===== src/rtl/sram_wr_pkg.sv =====
package sram_wr_pkg;
  typedef enum logic [1:0] {
    ST_IDLE = 2'd0,
    ST_WR   = 2'd1,
    ST_REC  = 2'd2
  } wr_state_e;

  function automatic int ns2cyc(input int ns, input int per);
    return (ns + per - 1) / per;
  endfunction

  function automatic int imax(input int a, input int b);
    return (a > b) ? a : b;
  endfunction
endpackage


===== src/rtl/sram_wr_cnt.sv =====
module sram_wr_cnt #(
  parameter int CNT_W = 3
) (
  input  logic             clk_i,
  input  logic             rst_ni,
  input  logic             clr_i,
  input  logic             en_i,
  output logic [CNT_W-1:0] cnt_o
);
  always_ff @(posedge clk_i or negedge rst_ni) begin
    if (!rst_ni)    cnt_o <= '0;
    else if (clr_i) cnt_o <= '0;
    else if (en_i)  cnt_o <= cnt_o + 1'b1;
  end
endmodule


===== src/rtl/sram_wr_fsm.sv =====
module sram_wr_fsm
  import sram_wr_pkg::*;
#(
  parameter int W_HI   = 2,
  parameter int W_LO   = 4,
  parameter int HZ     = 2,
  parameter int REC_HI = 0,
  parameter int REC_LO = 0
) (
  input  logic clk_i,
  input  logic rst_ni,
  input  logic req_valid_i,
  input  logic oe_low_i,
  output logic ready_o,
  output logic accept_o,
  output logic ce_no,
  output logic we_no,
  output logic oe_no,
  output logic de_o
);
  localparam int CMAX  = imax(imax(W_HI, W_LO), imax(REC_HI, REC_LO));
  localparam int CNT_W = $clog2(CMAX + 1);
  localparam logic [CNT_W-1:0] WH_LAST = CNT_W'(W_HI - 1);
  localparam logic [CNT_W-1:0] WL_LAST = CNT_W'(W_LO - 1);
  localparam logic [CNT_W-1:0] RH_LAST = CNT_W'(REC_HI - 1);
  localparam logic [CNT_W-1:0] RL_LAST = CNT_W'(REC_LO - 1);
  localparam logic [CNT_W-1:0] HZ_LAST = CNT_W'(HZ - 1);
  localparam logic HZ_NONE = (HZ == 0);

  wr_state_e        st_q;
  logic             mode_q;
  logic [CNT_W-1:0] cnt, w_last, r_last;
  logic             has_rec, wr_done, rec_done;

  assign w_last   = mode_q ? WL_LAST : WH_LAST;
  assign r_last   = mode_q ? RL_LAST : RH_LAST;
  assign has_rec  = mode_q ? (REC_LO > 0) : (REC_HI > 0);
  assign ready_o  = (st_q == ST_IDLE);
  assign accept_o = req_valid_i & ready_o;
  assign wr_done  = (st_q == ST_WR)  && (cnt == w_last);
  assign rec_done = (st_q == ST_REC) && (cnt == r_last);

  sram_wr_cnt #(.CNT_W(CNT_W)) i_cnt (
    .clk_i  (clk_i),
    .rst_ni (rst_ni),
    .clr_i  (accept_o | wr_done | rec_done),
    .en_i   (st_q != ST_IDLE),
    .cnt_o  (cnt)
  );

  always_ff @(posedge clk_i or negedge rst_ni) begin
    if (!rst_ni) begin
      st_q   <= ST_IDLE;
      mode_q <= 1'b0;
      ce_no  <= 1'b1;
      we_no  <= 1'b1;
      oe_no  <= 1'b1;
      de_o   <= 1'b0;
    end else begin
      case (st_q)
        ST_IDLE: if (req_valid_i) begin
          st_q   <= ST_WR;
          mode_q <= oe_low_i;
          ce_no  <= 1'b0;
          we_no  <= 1'b0;
          oe_no  <= ~oe_low_i;
          de_o   <= ~oe_low_i | HZ_NONE;  // mode 1 waits for memory turn-off
        end
        ST_WR: begin
          if (mode_q && cnt == HZ_LAST) de_o <= 1'b1;
          if (wr_done) begin
            ce_no <= 1'b1;
            we_no <= 1'b1;
            de_o  <= 1'b0;               // release pads on the ending edge
            if (has_rec) st_q <= ST_REC;
            else begin
              st_q  <= ST_IDLE;
              oe_no <= 1'b1;
            end
          end
        end
        ST_REC: if (rec_done) begin
          st_q  <= ST_IDLE;
          oe_no <= 1'b1;
        end
        default: st_q <= ST_IDLE;
      endcase
    end
  end
endmodule


===== src/rtl/sram_wr_bus.sv =====
module sram_wr_bus #(
  parameter int ADDR_W = 19,
  parameter int DATA_W = 8
) (
  input  logic              clk_i,
  input  logic              rst_ni,
  input  logic              load_i,
  input  logic [ADDR_W-1:0] addr_i,
  input  logic [DATA_W-1:0] data_i,
  output logic [ADDR_W-1:0] addr_o,
  output logic [DATA_W-1:0] data_o
);
  always_ff @(posedge clk_i or negedge rst_ni) begin
    if (!rst_ni) begin
      addr_o <= '0;
      data_o <= '0;
    end else if (load_i) begin
      addr_o <= addr_i;
      data_o <= data_i;
    end
  end
endmodule


===== src/rtl/sram_wr_seq.sv =====
module sram_wr_seq
  import sram_wr_pkg::*;
#(
  parameter int ADDR_W        = 19,
  parameter int CLK_PERIOD_NS = 4,
  parameter int T_WC_NS       = 10,
  parameter int T_PWE1_NS     = 8,
  parameter int T_PWE2_NS     = 10,
  parameter int T_SD_NS       = 6,
  parameter int T_AW_NS       = 8,
  parameter int T_SCE_NS      = 8,
  parameter int T_HZWE_NS     = 5
) (
  input  logic              clk_i,
  input  logic              rst_ni,
  input  logic              req_valid_i,
  output logic              req_ready_o,
  input  logic [ADDR_W-1:0] req_addr_i,
  input  logic [7:0]        req_data_i,
  input  logic              oe_low_i,
  output logic [ADDR_W-1:0] sram_addr_o,
  output logic [7:0]        sram_data_o,
  output logic              sram_data_oe_o,
  output logic              sram_ce_no,
  output logic              sram_we_no,
  output logic              sram_oe_no
);
  localparam int T      = CLK_PERIOD_NS;
  localparam int WC_C   = ns2cyc(T_WC_NS, T);
  localparam int SD_C   = imax(ns2cyc(T_SD_NS, T), 1);
  localparam int HZ_C   = ns2cyc(T_HZWE_NS, T);
  localparam int AS_C   = imax(ns2cyc(T_AW_NS, T), ns2cyc(T_SCE_NS, T));
  localparam int W_HI   = imax(imax(ns2cyc(T_PWE1_NS, T), SD_C), AS_C);
  localparam int W_LO   = imax(imax(ns2cyc(T_PWE2_NS, T), HZ_C + SD_C), AS_C);
  localparam int REC_HI = imax(WC_C - W_HI - 1, 0);
  localparam int REC_LO = imax(WC_C - W_LO - 1, 0);

  logic accept;

  sram_wr_fsm #(
    .W_HI(W_HI), .W_LO(W_LO), .HZ(HZ_C), .REC_HI(REC_HI), .REC_LO(REC_LO)
  ) i_fsm (
    .clk_i       (clk_i),
    .rst_ni      (rst_ni),
    .req_valid_i (req_valid_i),
    .oe_low_i    (oe_low_i),
    .ready_o     (req_ready_o),
    .accept_o    (accept),
    .ce_no       (sram_ce_no),
    .we_no       (sram_we_no),
    .oe_no       (sram_oe_no),
    .de_o        (sram_data_oe_o)
  );

  sram_wr_bus #(.ADDR_W(ADDR_W), .DATA_W(8)) i_bus (
    .clk_i  (clk_i),
    .rst_ni (rst_ni),
    .load_i (accept),
    .addr_i (req_addr_i),
    .data_i (req_data_i),
    .addr_o (sram_addr_o),
    .data_o (sram_data_o)
  );
endmodule


===== config.mk =====
export PLATFORM = sky130hd
export DESIGN_NAME = sram_wr_seq
export DESIGN_NICKNAME = d
export VERILOG_FILES = /design/src/rtl/sram_wr_pkg.sv /design/src/rtl/sram_wr_cnt.sv /design/src/rtl/sram_wr_fsm.sv /design/src/rtl/sram_wr_bus.sv /design/src/rtl/sram_wr_seq.sv
export SDC_FILE = /design/constraint.sdc
export NUM_CORES = 1
export LEC_CHECK = 0
export ABC_AREA = 1
export BUFFER_PORTS_ARGS = -buffer_cell sky130_fd_sc_hd__clkbuf_2
export CAP_MARGIN = 25
export CELL_PAD_IN_SITES_DETAIL_PLACEMENT = 2
export CELL_PAD_IN_SITES_GLOBAL_PLACEMENT = 2
export CORE_AREA = 5 5 75 94
export CTS_CLUSTER_DIAMETER = 80
export CTS_CLUSTER_SIZE = 40
export DETAILED_ROUTE_END_ITERATION = 8
export DIE_AREA = 0 0 80 99
export PLACE_DENSITY = 0.75
export SYNTH_ARGS = -nofsm -noshare
export SYNTH_HDL_FRONTEND = slang
export SYNTH_SLANG_ARGS = --single-unit

===== constraint.sdc =====
create_clock -name clk_i -period 1.45 [get_ports clk_i]
set_clock_uncertainty 0.2 [all_clocks]
set_input_delay 0.0725 -clock clk_i [delete_from_list [all_inputs] [get_ports clk_i]]
set_output_delay 0.0725 -clock clk_i [all_outputs]
set_load 0.02 [all_outputs]

# ---- Word level (Yosys, flattened, before mapping)
# Cells that the tools add are included.
dict set report word_totals {
  wordCells 51
  romBits 0
  latch_bits 0
  register_bits 36
  ram_bits 0
  n_memories 0
  inputBits 31
}
dict set report classes {
  bitwise_logic 4
  order_cmp 0
  addsub 1
  n_eq_ne 9
  n_div 0
  reduce_logical 13
  n_mux 16
  shifts 0
  multipliers 0
}
# operator n
set op_table {}
lappend op_table {{3-bit AND reduction} 3}
lappend op_table {{2-bit 2-to-1 mux} 4}
lappend op_table {{1-bit 2-to-1 mux} 6}
lappend op_table {{3-bit 2-to-1 mux} 2}
lappend op_table {{2-bit case mux with 3 select lines} 1}
lappend op_table {{2-bit nonzero test} 3}
lappend op_table {{2-bit by 1-bit != test with 1-bit output, second input constant} 2}
lappend op_table {{1-bit case mux with 2 select lines} 2}
lappend op_table {{4-bit AND reduction} 1}
lappend op_table {{3-bit by 1-bit adder with 3-bit output, second input constant} 1}
lappend op_table {{3-bit by 1-bit equality test with 1-bit output, second input constant} 1}
lappend op_table {{3-bit equality test} 1}
lappend op_table {{3-bit equality test, second input constant} 1}
lappend op_table {{1-bit logical AND} 3}
lappend op_table {{3-bit by 2-bit != test with 1-bit output, second input constant} 1}
lappend op_table {{1-bit case mux with 3 select lines} 1}
lappend op_table {{3-bit nonzero test} 1}
lappend op_table {{2-bit by 1-bit equality test with 1-bit output, second input constant} 1}
lappend op_table {{2-bit equality test, second input constant} 1}
lappend op_table {{2-bit zero test} 1}
lappend op_table {{2-bit != test, second input constant} 1}
lappend op_table {{1-bit bitwise OR} 2}
lappend op_table {{2-bit AND reduction} 1}
lappend op_table {{1-bit bitwise AND} 1}
lappend op_table {{1-bit NOT} 1}

# ---- Depth between registers and ports, before layout
dict set report logic_depth {
  ltp_word 6
  depth_mapped 8
  mapped_depth_nobuf 8
}

# ---- Modules after synthesis
# Synthesis repeated with hierarchy kept, for this count alone.
dict set report unflattened {
  cells_unflattened 165
  area_unflattened_um2 1483.9
}
# module area_per_inst_um2 n_inst seq_area_each_um2 cells_per_inst
set by_module_without_submodules {}
lappend by_module_without_submodules {sram_wr_bus 1059.8 1 675.6 114}
lappend by_module_without_submodules {sram_wr_fsm 281.5 1 127.6 34}
lappend by_module_without_submodules {sram_wr_cnt 142.6 1 75.1 17}

# ---- Least setup slack after synthesis
# OpenSTA, ideal clock, no wires.
dict set report synth_timing {
  path_type {reg2reg}
  from {reg i_fsm.st_q[0]}
  to {reg i_bus.addr_o[14]}
  synth_period_minus_slack_ps 1298
  t_arrival_ps 1033
  path_stages_with_launch 8
  t_required_ps 1185
  setup_ps 65
  slack_ps 152
  n_path_buf 2
  cell_sequence {dfrtp_1 inv_2 nand2_4 inv_2 buf_6 buf_6 nand2_1 nand2_1}
}
dict set report synth_between {
  elab_chain_len 2
}
# item line
set synth_rtl {}
lappend synth_rtl {{from (decl)} sram_wr_fsm.sv:30} ;# wr_state_e st_q;
lappend synth_rtl {{from (signal assigned)} sram_wr_fsm.sv:53} ;# st_q <= ST_IDLE;
lappend synth_rtl {{from (signal assigned)} sram_wr_fsm.sv:62} ;# st_q <= ST_WR;
lappend synth_rtl {{from (signal assigned)} sram_wr_fsm.sv:75} ;# if (has_rec) st_q <= ST_REC;
lappend synth_rtl {{2-bit zero test} sram_wr_fsm.sv:38} ;# assign ready_o = (st_q == ST_IDLE);
lappend synth_rtl {{net req_ready_o} sram_wr_seq.sv:17} ;# output logic req_ready_o,
lappend synth_rtl {{1-bit bitwise AND} sram_wr_fsm.sv:39} ;# assign accept_o = req_valid_i & ready_o;
lappend synth_rtl {{to (signal assigned)} sram_wr_bus.sv:18} ;# addr_o <= addr_i;
lappend synth_rtl {{to (decl)} sram_wr_bus.sv:10} ;# output logic [ADDR_W-1:0] addr_o,
# The timed path passes the listed nets, and every way through them passes these cells.
# A chain may end at the register's enable or synchronous reset.

# ---- Worst setup path in the final report
dict set report layout_timing {
  from {reg i_fsm.i_cnt.cnt_o[2]}
  to {reg i_fsm.ce_no}
}
dict set report layout_between {
  elab_chain_len 4
}
# item line
set layout_rtl {}
lappend layout_rtl {{from (decl)} sram_wr_cnt.sv:8} ;# output logic [CNT_W-1:0] cnt_o
lappend layout_rtl {{from (signal assigned)} sram_wr_cnt.sv:13} ;# else if (en_i) cnt_o <= cnt_o + 1'b1;
lappend layout_rtl {{3-bit equality test} sram_wr_fsm.sv:40} ;# assign wr_done = (st_q == ST_WR) && (cnt == w_last);
lappend layout_rtl {{1-bit logical AND} sram_wr_fsm.sv:40}
lappend layout_rtl {{2-bit by 1-bit != test with 1-bit output (no source line)} n/a}
lappend layout_rtl {{3-bit AND reduction (no source line)} n/a}
lappend layout_rtl {{to (signal assigned)} sram_wr_fsm.sv:55} ;# ce_no <= 1'b1;
lappend layout_rtl {{to (signal assigned)} sram_wr_fsm.sv:64} ;# ce_no <= 1'b0;
lappend layout_rtl {{to (signal assigned)} sram_wr_fsm.sv:72} ;# ce_no <= 1'b1;
lappend layout_rtl {{to (decl)} sram_wr_fsm.sv:16} ;# output logic ce_no,
# Every way passes these cells.

==> impl_metrics.yaml <==
timing:
  whs_ns: 0.1175
  fmax_mhz: 712.0
  relSlewSlack_pct: 66.61
  finalSetupViolCount: 0
  worstMarginPinSlew_ns: 0.5008
  finalMaxSlewViolations: 0
  finalSetupTns_ns: 0
  hold_viol_final: 0
  fin_crit_sh_pct: 96.86
  post-route-min-period_ns: 1.404
synth:
  synth-main-ff-cell: "dfrtp_1"
  yosysMostFrequentCell: "nand2_1"
  synth_edf_count: 0
  synth.distinct_cells: 15
  syn_inst: 167
  avgSynthCellArea_sq_um: 8.661
  ys_top_cells_by_count: "nand2_1 (98), dfrtp_1 (33), inv_1 (8), nand4_1 (6)"
  asyncSetResetFlopFracSynth_pct: 100.0
  yosysSeqAreaShare_pct: 60.73
  yosys.area.top_type: "dfrtp_1"
  yosysTopAreaCellShare_pct: 57.09
  syn_area_sq_um: 1446
  ys_warn_count: 0
  ys_seq_elements: 35
  synth_nets: 200
  synthTopCellsByArea: "dfrtp_1 (57%), nand2_1 (25%), dfstp_2 (3.6%), nand4_1 (2.6%), inv_1 (2.1%)"
cts:
  cts.sinks: 35
  path_clk_slew_ns: 0.08
  insertion_delay_ns: 0.29
  cts_tree: "yes"
  clockBufferDepth: 2
  cts_buffers: 5
  htreeDepth: 2
  cts_root_buf: "clkbuf_8"
global_routing:
  grt_overflow_total: 0
  grt_first_pass_wirelength_mm: 7.886
  grt_max_degree: 26
  antenna_found_initial: 0
  grt_pass1_vias: 1676
  track_usage_pct: 12.78
setup_path:
  cp_slowest_cell: "dfrtp_1"
  worstPathRequired_ns: 1.49
  worst_setup_path_end_kind: "flip-flop"
  path_cells: "nor2_1 -> nand4_1 -> buf_4 -> buf_4 -> nand2_1"
  rrSetupSlack_ns: 0.05
  crit_arrival_ns: 1.44
  critical_path.most_common_cell: "buf_4"
  cp_max_fo: 4
  cp_top_family: "flip-flops"
  crit_buf_inv: 2
  critical_path.max_stage_delay_ns: 0.44
  path_class: "reg -> reg"
  startpoint_type: "flip-flop"
die:
  initial_core_util_pct: 23.77
  pin_count: 63
  dieArea_sq_um: 7920
  core_area_sq_um: 6086
  dieWidth_um: 80
  rows: 32
  die_h_um: 99
cells_and_area:
  post_layout_nonfiller_instances: 356
  fin_nets: 303
  syn_to_final_growth_pct: 61.51
  layout-drive-gt1-share_pct: 32.10
  finalInstanceArea_sq_um: 2336
  final_util_pct: 38.38
  n_antenna_cell: 0
min_path:
  hp-class: "in -> async"
flow_run:
  maxCapViolations: 0
placement:
  io_buffers: 62
  routabilityCongestion: 0.7674
  place_area_sq_um: 1876
  post-dp-hpwl_mm: 3.232
  dp.cells: 312
pwr:
  p_per_area_nw_per_um2: 2053
  leakage_nw: 1.323
  irDropWorstVdd_v: 0.0009512
drt:
  wl_per_cell_um: 13.69
  vias: 1473
  wirelength_mm: 4.875
  drt_first_pass_iters: 4
  post-route-drc-count: 0
  drt_iter0_drc: 25
  vias_per_cell: 4.138
  ant_nets: 0
outcome:
  status: "finished clean"
## worst paths after layout
check,end,cells past startpoint,start
worst min register to register,i_fsm.ce_no,2,i_fsm.ce_no
max in group asynchronous,i_bus.data_o[4],3,rst_ni
min in group clk_i,i_fsm.ce_no,2,i_fsm.ce_no
worst max-delay path,i_fsm.ce_no,5,i_fsm.i_cnt.cnt_o[2]
worst max register to register,i_fsm.ce_no,5,i_fsm.i_cnt.cnt_o[2]
worst min-delay path,i_bus.addr_o[8],2,rst_ni
## registers in the layout (all words and copies together), names as in the netlist
register / flops
i_bus.addr_o: 19
i_bus.data_o: 8
i_fsm.ce_no: 1
i_fsm.de_o: 1
i_fsm.i_cnt.cnt_o: 3
i_fsm.mode_q: 1
i_fsm.oe_no: 1
i_fsm.st_q: 1
## placed cells by master, fill, tap and decap left out
| cell | Yosys | final |
|---|---|---|
| inv_1 | 8 | 8 |
| nand4_1 | 6 | 6 |
| clkbuf_8 | 0 | 5 |
| nor2_1 | 4 | 3 |
| clkinv_4 | 0 | 1 |
| nor2_2 | 0 | 1 |
| dlygate4sd3_1 | 0 | 30 |
| inv_2 | 2 | 2 |
| buf_4 | 1 | 9 |
| clkinv_2 | 0 | 1 |
| clkbuf_2 | 0 | 62 |
| bufinv_16 | 0 | 1 |
| xor2_1 | 1 | 1 |
| o21ai_0 | 2 | 2 |
| dfstp_2 | 2 | 2 |
| ha_1 | 2 | 2 |
| dfrtp_1 | 33 | 33 |
| nand2_4 | 1 | 1 |
| nand2_1 | 98 | 98 |
| buf_12 | 0 | 2 |
| nand3_1 | 1 | 1 |
## through the flow
step / setup WS, ns / power [mW]
2_1_floorplan: 0.1521 / 2.997
3_3_place_gp: -0.003665 / 3.730
3_5_place_dp: 0.01126 / 3.790
4_1_cts: 0.02841 / 4.784
5_1_grt: -0.05455 / 5.164
6_report: 0.04552 / 4.797
## repair_timing
item | 4_1_cts | 5_1_grt
hold endpoints to repair | 68 | 0
pin swaps | 0 | 1
endpoints found under the setup margin | 2 | 7
hold buffers | 30 | 0
gates resized for setup | 0 | 1
buffers inserted | 1 | 5
## area by class of cell
cell class | instances | area, sq um
Inverter | 10 | 37.54
Clock inverter | 3 | 43.79
Tap cell | 85 | 106.4
Timing Repair Buffer | 103 | 718.2
Multi-Input combinational cell | 115 | 483.0
Clock buffer | 5 | 68.82
Sequential cell | 35 | 878.3
Fill cell | 707 | 3750
## worst reg2reg max path: cells and delay by family (launching register included)
kind | cells | cell delay [ns]
buffers and inverters | 2 | 0.34
flip-flops | 1 | 0.44
AND/OR/NAND/NOR | 3 | 0.37
## power breakdown
group | internal [mW] | switching, mW
logic | 0.785 | 1.39
clock network | 0.512 | 0.384
registers | 1.45 | 0.277
## kinds of logic (layout without fill, tap and decap cells)
logic type / Yosys count / in the layout / share of synthesized area, %
adder cells (fa/ha/maj): 2 / 2 / 1.730
AO/OA/AOI/OAI: 2 / 2 / 0.6921
AND/OR/NAND/NOR: 110 / 110 / 30.19
XOR/XNOR: 1 / 1 / 0.6056
flip-flops: 35 / 35 / 60.73
buffers and inverters: 17 / 121 / 6.056
## metal layers
layer / global-route usage [%] / up-vias / routed length, um
met4: 4.681 / 0 / 71
met1: 12.54 / 726 / 1711
met5: 0 / - / 0
li1: - / 709 / -
met2: 25.57 / 31 / 2942
met3: 2.285 / 7 / 149
Power figures use the tool's default switching activity.
